--- src/rtl/wwd_pkg.sv ---
package wwd_pkg;
  localparam int CNT_W = 7;
  localparam int TB_W  = 3;
  localparam int DW    = 32;

  localparam logic [1:0] SEL_CTRL = 2'd0;
  localparam logic [1:0] SEL_CFG  = 2'd1;
  localparam logic [1:0] SEL_STAT = 2'd2;

  localparam int BIT_ACT   = 7;
  localparam int BIT_T6    = 6;
  localparam int BIT_EN    = 9;
  localparam int TB_LSB    = 11;
  localparam int BIT_FLAG  = 0;

  localparam logic [CNT_W-1:0] CNT_RST  = 7'h7F;
  localparam logic [CNT_W-1:0] CNT_WARN = 7'h40;
  localparam logic [CNT_W-1:0] CNT_PRE  = 7'h41;

  typedef struct packed {
    logic [TB_W-1:0]  tb;
    logic             en;
    logic [CNT_W-1:0] win;
  } cfg_t;
endpackage

--- src/rtl/wwd_prescaler.sv ---
module wwd_prescaler #(
  parameter int PRE_LOG2 = 12,
  parameter int TB_W     = 3
) (
  input  logic            clk,
  input  logic            rst_n,
  input  logic [TB_W-1:0] tb,
  output logic            tick
);
  localparam int PW = PRE_LOG2 + (1 << TB_W) - 1;
  localparam logic [PW-1:0] ONE = {{(PW-1){1'b0}}, 1'b1};

  logic [PW-1:0] div_q;
  logic [PW-1:0] mask;

  assign mask = (ONE << (PRE_LOG2 + int'(tb))) - ONE;
  assign tick = (div_q & mask) == mask;

  always_ff @(posedge clk or negedge rst_n) begin
    if (!rst_n) div_q <= '0;
    else        div_q <= div_q + ONE;
  end

  generate
    if (PRE_LOG2 > 0) begin : g_gap
      // with a divide of two or more, ticks are never adjacent
      a_r2_tick_gap: assert property (@(posedge clk) disable iff (!rst_n)
        tick |=> !tick);
    end
  endgenerate
endmodule

--- src/rtl/wwd_regif.sv ---
module wwd_regif
  import wwd_pkg::*;
#(
  parameter int AW = 12
) (
  input  logic             clk,
  input  logic             rst_n,
  input  logic             psel,
  input  logic             penable,
  input  logic             pwrite,
  input  logic [AW-1:0]    paddr,
  input  logic [DW-1:0]    pwdata,
  input  logic             act,
  input  logic [CNT_W-1:0] cnt,
  input  logic             flag,
  output logic             wr_ctrl,
  output logic             stat_clr,
  output logic [7:0]       ctrl_wdata,
  output cfg_t             cfg,
  output logic [DW-1:0]    prdata
);
  logic       hit;
  logic [1:0] sel;
  logic       wr;
  cfg_t       cfg_q;

  assign hit = (paddr[AW-1:4] == '0) && (paddr[1:0] == 2'b00);
  assign sel = paddr[3:2];
  assign wr  = psel && penable && pwrite && hit;

  assign wr_ctrl    = wr && (sel == SEL_CTRL);
  assign stat_clr   = wr && (sel == SEL_STAT) && !pwdata[BIT_FLAG];
  assign ctrl_wdata = pwdata[7:0];
  assign cfg        = cfg_q;

  always_ff @(posedge clk or negedge rst_n) begin
    if (!rst_n) begin
      cfg_q.tb  <= '0;
      cfg_q.en  <= 1'b0;
      cfg_q.win <= CNT_RST;
    end else if (wr && (sel == SEL_CFG)) begin
      cfg_q.tb  <= pwdata[TB_LSB +: TB_W];
      cfg_q.en  <= cfg_q.en | pwdata[BIT_EN];
      cfg_q.win <= pwdata[CNT_W-1:0];
    end
  end

  always_comb begin
    prdata = '0;
    if (hit) begin
      unique case (sel)
        SEL_CTRL: begin
          prdata[CNT_W-1:0] = cnt;
          prdata[BIT_ACT]   = act;
        end
        SEL_CFG: begin
          prdata[CNT_W-1:0]         = cfg_q.win;
          prdata[BIT_EN]            = cfg_q.en;
          prdata[TB_LSB +: TB_W]    = cfg_q.tb;
        end
        SEL_STAT: prdata[BIT_FLAG] = flag;
        default:  prdata = '0;
      endcase
    end
  end

  // the enable bit never falls outside reset
  a_r10_en_sticky: assert property (@(posedge clk) disable iff (!rst_n)
    cfg_q.en |=> cfg_q.en);
endmodule

--- src/rtl/wwd_core.sv ---
module wwd_core
  import wwd_pkg::*;
(
  input  logic             clk,
  input  logic             rst_n,
  input  logic             tick,
  input  logic             wr_ctrl,
  input  logic [7:0]       ctrl_wdata,
  input  logic             stat_clr,
  input  logic [CNT_W-1:0] win,
  output logic [CNT_W-1:0] cnt,
  output logic             act,
  output logic             flag,
  output logic             rst_req
);
  logic [CNT_W-1:0] cnt_q;
  logic act_q, flag_q, rst_q;
  logic act_next, early, swr, late, warn_set, step;

  assign step     = tick && !wr_ctrl;
  assign act_next = act_q | (wr_ctrl & ctrl_wdata[BIT_ACT]);
  assign early    = wr_ctrl && act_q && (cnt_q > win);
  assign swr      = wr_ctrl && act_next && !ctrl_wdata[BIT_T6];
  assign late     = step && act_q && (cnt_q == CNT_WARN);
  assign warn_set = step && (cnt_q == CNT_PRE);

  always_ff @(posedge clk or negedge rst_n) begin
    if (!rst_n) begin
      cnt_q  <= CNT_RST;
      act_q  <= 1'b0;
      flag_q <= 1'b0;
      rst_q  <= 1'b0;
    end else begin
      act_q <= act_next;
      rst_q <= early | swr | late;
      if (wr_ctrl)   cnt_q <= ctrl_wdata[CNT_W-1:0];
      else if (tick) cnt_q <= cnt_q - 1'b1;
      if (warn_set)      flag_q <= 1'b1;
      else if (stat_clr) flag_q <= 1'b0;
    end
  end

  assign cnt     = cnt_q;
  assign act     = act_q;
  assign flag    = flag_q;
  assign rst_req = rst_q;

  // activation never clears outside reset
  a_r4_act_sticky: assert property (@(posedge clk) disable iff (!rst_n)
    act_q |=> act_q);
  // counter holds without a tick or a write
  a_r2_hold: assert property (@(posedge clk) disable iff (!rst_n)
    (!tick && !wr_ctrl) |=> $stable(cnt_q));
  // each tick steps the counter down by one
  a_r2_step: assert property (@(posedge clk) disable iff (!rst_n)
    (tick && !wr_ctrl) |=> (cnt_q == $past(cnt_q) - 7'd1));
  // flag rises only on the step to 0x40
  a_r9_flag_rise: assert property (@(posedge clk) disable iff (!rst_n)
    $rose(flag_q) |-> (cnt_q == CNT_WARN && $past(cnt_q) == CNT_PRE));
  // a reset request only exists while activated
  a_r12_needs_act: assert property (@(posedge clk) disable iff (!rst_n)
    rst_q |-> act_q);
endmodule

--- src/rtl/wwin_watchdog.sv ---
module wwin_watchdog
  import wwd_pkg::*;
#(
  parameter int AW       = 12,
  parameter int PRE_LOG2 = 12
) (
  input  logic          clk,
  input  logic          rst_n,
  input  logic          psel,
  input  logic          penable,
  input  logic          pwrite,
  input  logic [AW-1:0] paddr,
  input  logic [31:0]   pwdata,
  output logic [31:0]   prdata,
  output logic          irq,
  output logic          rst_req
);
  logic             tick, wr_ctrl, stat_clr, act, flag;
  logic [7:0]       ctrl_wdata;
  logic [CNT_W-1:0] cnt;
  cfg_t             cfg;

  wwd_prescaler #(.PRE_LOG2(PRE_LOG2), .TB_W(TB_W)) u_pre (
    .clk(clk), .rst_n(rst_n), .tb(cfg.tb), .tick(tick));

  wwd_regif #(.AW(AW)) u_regs (
    .clk(clk), .rst_n(rst_n), .psel(psel), .penable(penable),
    .pwrite(pwrite), .paddr(paddr), .pwdata(pwdata), .act(act),
    .cnt(cnt), .flag(flag), .wr_ctrl(wr_ctrl), .stat_clr(stat_clr),
    .ctrl_wdata(ctrl_wdata), .cfg(cfg), .prdata(prdata));

  wwd_core u_core (
    .clk(clk), .rst_n(rst_n), .tick(tick), .wr_ctrl(wr_ctrl),
    .ctrl_wdata(ctrl_wdata), .stat_clr(stat_clr), .win(cfg.win),
    .cnt(cnt), .act(act), .flag(flag), .rst_req(rst_req));

  assign irq = flag & cfg.en;
endmodule

--- config.mk ---
export PLATFORM = sky130hd
export DESIGN_NAME = wwin_watchdog
export DESIGN_NICKNAME = d
export VERILOG_FILES = /design/src/rtl/wwd_pkg.sv /design/src/rtl/wwd_prescaler.sv /design/src/rtl/wwd_regif.sv /design/src/rtl/wwd_core.sv /design/src/rtl/wwin_watchdog.sv
export SDC_FILE = /design/constraint.sdc
export NUM_CORES = 1
export LEC_CHECK = 0
export BUFFER_PORTS_ARGS = -buffer_cell sky130_fd_sc_hd__buf_2
export CAP_MARGIN = 5
export CORE_ASPECT_RATIO = 1.25
export CORE_UTILIZATION = 54
export CTS_CLUSTER_SIZE = 16
export DETAILED_ROUTE_END_ITERATION = 8
export MAX_ROUTING_LAYER = met4
export PLACE_DENSITY = 0.9
export SYNTH_ARGS = -nofsm -noshare
export SYNTH_HDL_FRONTEND = slang
export SYNTH_SLANG_ARGS = --single-unit
--- constraint.sdc ---
create_clock -name clk -period 6.07 [get_ports clk]
set_input_delay 1.214 -clock clk [delete_from_list [all_inputs] [get_ports clk]]
set_output_delay 1.214 -clock clk [all_outputs]
set_load 0.01 [all_outputs]
Word level (Yosys, flattened, before mapping)
Index checks and enable logic that the tools add are counted.

Register bits after elaboration: 40. Output and inout port bits: 34. Word-level logic and storage cells: 60.

Add/subtract/negate cells: 4. Bitwise gates (word level): 7. Multiplexer cells: 10. Equal/unequal tests: 5. $lt $le $gt $ge: 1. Reduce and logical (&&, ||, !) cells: 24. Shift-type cells: 1.

Operators by type and width (count): $shl 1x32->19 const A (1); $add 19x1->19 const B (1); $and 19x19->19 (1); $eq 19x19->1 (1); $sub 19x1->19 const B (1); $logic_and 1x1->1 (16); $eq 7x7->1 const B (2); $mux 14 (1); $mux 7 (2); $pmux 6 s2 (1); $logic_not 8->1 (1); $gt 7x7->1 (1); $sub 7x1->7 const B (1); $add 4x3->5 const A (1); $logic_not 2->1 (2); $mux 1 (4); $or 1x1->1 (4); $reduce_bool 2->1 (2); $logic_not 1->1 (3); $mux 3 (1); $pmux 1 s3 (1); $and 1x1->1 (2); $eq 2x1->1 const B (1); $eq 2x2->1 const B (1).

Logic depth before layout (Yosys ltp)
Depth in word-level cells: 10. Gate-level depth with buffers: 8.

By module
Synthesis repeated with hierarchy kept, for this count alone.

Cells, all modules: 250. Area total of the unflattened synthesis: 2504.9 µm².

By module, submodules not included: wwd_prescaler (area each 898.4 µm², cells each 83, times used 1); wwd_regif (area each 895.9 µm², cells each 88, times used 1); wwd_core (area each 704.4 µm², cells each 78, times used 1); wwin_watchdog (area each 6.3 µm², cells each 1, times used 1).

Worst setup path after synthesis
Ideal clock, no wire load.

Path type: in2out. Start point: in paddr[9]. End point: out prdata[12]. Stages: 5. Required time: 4.856 ns. Buffers on the path: 1. Data arrival time: 2.244 ns. Path slack: 2.612 ns. Cells stage by stage: nor4_1 > nand3_1 > or2_1 > buf_6 > nor3_1.

Word-level cells in the longest chain between the ends: 3.

RTL lines: start: declaration (RTL line wwin_watchdog.sv:12) `input logic [AW-1:0] paddr,`; $logic_not 8->1 (RTL line wwd_regif.sv:27) `assign hit = (paddr[AW-1:4] == '0) && (paddr[1:0] == 2'b00);`; $logic_and 1x1->1 (RTL line wwd_regif.sv:27); $mux 14 (RTL line wwd_regif.sv:50) `if (hit) begin`; end: declaration (RTL line wwin_watchdog.sv:14) `output logic [31:0] prdata,`.

Every way passes these cells.

Worst setup path after layout
Same ends and word-level chain as after synthesis.

==> results.cfg <==
[die]
placementRows = 27
num_io_pins = 83
initial_core_util = 0.560
fp.dieH_um = 77.2
core-area_sq_mm = 0.00436
fp.dieW_um = 62.1
die-area_sq_mm = 0.00479

[setup_path]
worst_path_max_delay_cell = or2_1
r2r_setup_slack_ns = 3.92
rr_worst_depth = 6
critical_path_required_ns = 4.86
worstPathCellList = buf_2, nor4_1, nand3_1, or2_1, nor3_1, buf_2
worstSetupStartpoint = paddr[9]
crit_path_end_kind = output pin
timing.critical_path.from_type = primary input
reg2reg_to = u_core.cnt[1]$_DFFE_PN1P_
crit_fanout = 9
worst_r2r_startpoint = u_pre.div_q[14]$_DFF_PN0_
timing.setup.critical_path_class = in2out
crit_path_max_incr_delay_ns = 0.42
last_element_of_the_critical_path = prdata[12]
path_common_cell = buf_2
cp.arrival_ns = 2.62

[place]
dp_cells = 338
globalplace.congestion = 0.938
post-dp-hpwl_um = 3390
io_buffers = 42

[timing]
worst_slew_pin_slew_ns = 0.844
finalClockSkew_ns = 0.00847
min_period_ns = 3.83
finalSetupViolations = 0
slew_limit_headroom = 0.438
hold_ws_ns = 0.476
clock.fmax_ghz = 0.261
final.period_utilization = 0.632
rsz0062_at_grt = no
fin_tns_setup_ns = 0
report.final.slew_viol_count = 0
timing_hold_violations_final = 0

[final_layout]
drive_gt1_frac = 0.285
final_cells = 346
final_nets = 347
synthToLayoutAreaGrowth_pct = 11.5
antennaDiodeCount = 0
layout.cells.most_common = buf_2
layout.cells.most_common_list = 42 x buf_2, 26 x dfrtp_1, 24 x nand2_1, 21 x nor2_1, 20 x conb_1

[synth]
mappedNetlistArea_sq_mm = 0.00244
yosysUniqueCellTypes = 44
netlist_instances = 243
yosys_warnings = 0
yosysSeqAreaShare = 0.417
synth.ff_latch_count = 40
syn_area_per_cell_sq_um = 10.0

[cts]
post-cts-setup-buffers = 0
hold_buffers_post_cts = 0
clock_tree.root_cell = clkbuf_8
cts_max_path_buffers = 2
h-tree-depth = 2
cts-buffers-inserted = 5
cts_tree = done
number_of_sinks_on_the_clock_net = 40
cts.clk_slew.worst_paths_ns = 0.08
clkLatencyLatePin_ns = 0.30
cts-resized-gates = 0

[global_route]
groute.usage.overall = 0.218
grt_first_pass_wirelength_um = 7950
antenna_violations_before_repair = 0
grt_max_degree = 41
overflow = 0
first_global_vias = 1810

[min_path]
class_of_the_most_critical_hold_timing_path = reg2reg

[route]
drcViolationCount = 0
via_count_normalized_by_instance_count = 5.17
num_vias = 1788
post_route_antenna_net_violation_count = 0
postRouteWirelength_um = 4520
route.detailed.wl_per_inst_um = 13.1
drt-initial-drc-count = 44
drtPass1Iterations = 4

[power_and_ir_drop]
leakagePower_uw = 0.00142
power.total_uw = 513
max-vdd-ir-drop_mv = 0.246
power_density_mw_per_mm2 = 189

[outcome]
run_status = finished clean

[flow_run]
cap_viol_max_count = 0
[worst max-delay path: cells and delay by family]
kind	cells	cell delay [ns]
buffers and inverters	2	0.28
and+or+nand+nor	4	1.14
[cell usage after synthesis]
master    instances  area [sq um]
nor3_4            2          32.5
nand3b_1          2          15.0
xnor2_1          18           158
a21o_2            1          8.76
a21oi_1           1          5.00
dfrtp_1          26           651
buf_6             2          22.5
conb_1            1          3.75
or3_1             1          6.26
a31o_2            1          8.76
or2_1             1          6.26
o21a_1            2          15.0
mux2_2            4          45.0
nor4b_4           1          23.8
a211o_4           1          17.5
clkbuf_1          1          3.75
nor2b_1           1          6.26
o221ai_1          1          8.76
o21ai_1           3          15.0
nor4_1            2          12.5
a31oi_1           1          6.26
and3_1            6          37.5
inv_1            13          48.8
xor2_1            5          43.8
and2_1            2          12.5
nor3_1            2          10.0
a221oi_1          1          8.76
mux2i_1           7          70.1
and4_1            4          35.0
o21bai_1          1          7.51
a221o_1           1          10.0
nor4b_2           1          15.0
o31ai_1           1          7.51
nor4_4            2          42.5
nor2_1           21          78.8
nand2_1          24          90.1
ha_1             11           138
o21ai_2           3          26.3
dfstp_2          14           368
and3_2            2          15.0
buf_4            21           158
nand3_1          13          65.1
o21ai_0          12          60.1
a21o_1            3          22.5
[metrics by stage]
step	worst slack, ns	utilization	instance area [sq um]
after floorplan	2.61	-	2510
after global placement	2.24	0.599	2610
after detailed placement	2.23	0.599	2610
after CTS	2.22	0.625	2720
after global routing	2.08	0.625	2720
final	2.24	0.625	2720
[report_power, final]
part	switching (uW)	internal, uW
clock	96.9	122
combinational	18.3	9.02
sequential	0.283	267
total	115	398
[cell families (layout without fill, tap and decap cells)]
| family | after synthesis | count (layout) | share of synthesized area |
|---|---|---|---|
| buffers and inverters | 37 | 63 | 0.0953 |
| multiplexers | 11 | 11 | 0.0472 |
| AND/OR/NAND/NOR | 87 | 87 | 0.207 |
| flip-flops | 40 | 40 | 0.417 |
| other | 1 | 20 | 0.00154 |
| AO/OA/AOI/OAI | 33 | 33 | 0.0933 |
| XOR/XNOR | 23 | 23 | 0.0825 |
| adder cells (fa/ha/maj) | 11 | 11 | 0.0564 |
[how the worst min path moves through the flow]
stage | start | to | slack, ns | cells after the start
2_1_floorplan | u_regs.cfg[7]$_DFFE_PN0P_ | u_regs.cfg[7]$_DFFE_PN0P_ | 0.43 | 1
3_3_place_gp | u_pre.div_q[11]$_DFF_PN0_ | u_pre.div_q[11]$_DFF_PN0_ | 0.45 | 1
3_5_place_dp | u_pre.div_q[18]$_DFF_PN0_ | u_pre.div_q[18]$_DFF_PN0_ | 0.46 | 1
4_1_cts | u_pre.div_q[18]$_DFF_PN0_ | u_pre.div_q[18]$_DFF_PN0_ | 0.48 | 1
5_1_grt | u_pre.div_q[18]$_DFF_PN0_ | u_pre.div_q[18]$_DFF_PN0_ | 0.48 | 1
6_report | u_pre.div_q[18]$_DFF_PN0_ | u_pre.div_q[18]$_DFF_PN0_ | 0.48 | 1
[layer usage]
layer / routed length, um / global-route usage / share of wire
met4: 62 / 0.0721 / 0.014
met1: 1830 / 0.244 / 0.41
met5: 0 / - / 0
met2: 2410 / 0.379 / 0.53
met3: 212 / 0.0521 / 0.047
[state kept, by name, indices dropped and copies added, names as in the netlist]
signal          cells
u_core.cnt          7
u_core.rst_req      1
u_pre.div_q        19
u_regs.cfg         11
u_core.flag         1
u_core.act          1
[area by class of cell]
type / count / area, sq um
multi-input cells: 185 / 1260
clock inverters: 3 / 42.5
well taps: 58 / 72.6
clock buffers: 5 / 68.8
inverters: 13 / 48.8
fillers: 371 / 1640
flip-flops and latches: 40 / 1020
repair buffers: 42 / 210
Power figures use the tool's default switching activity.
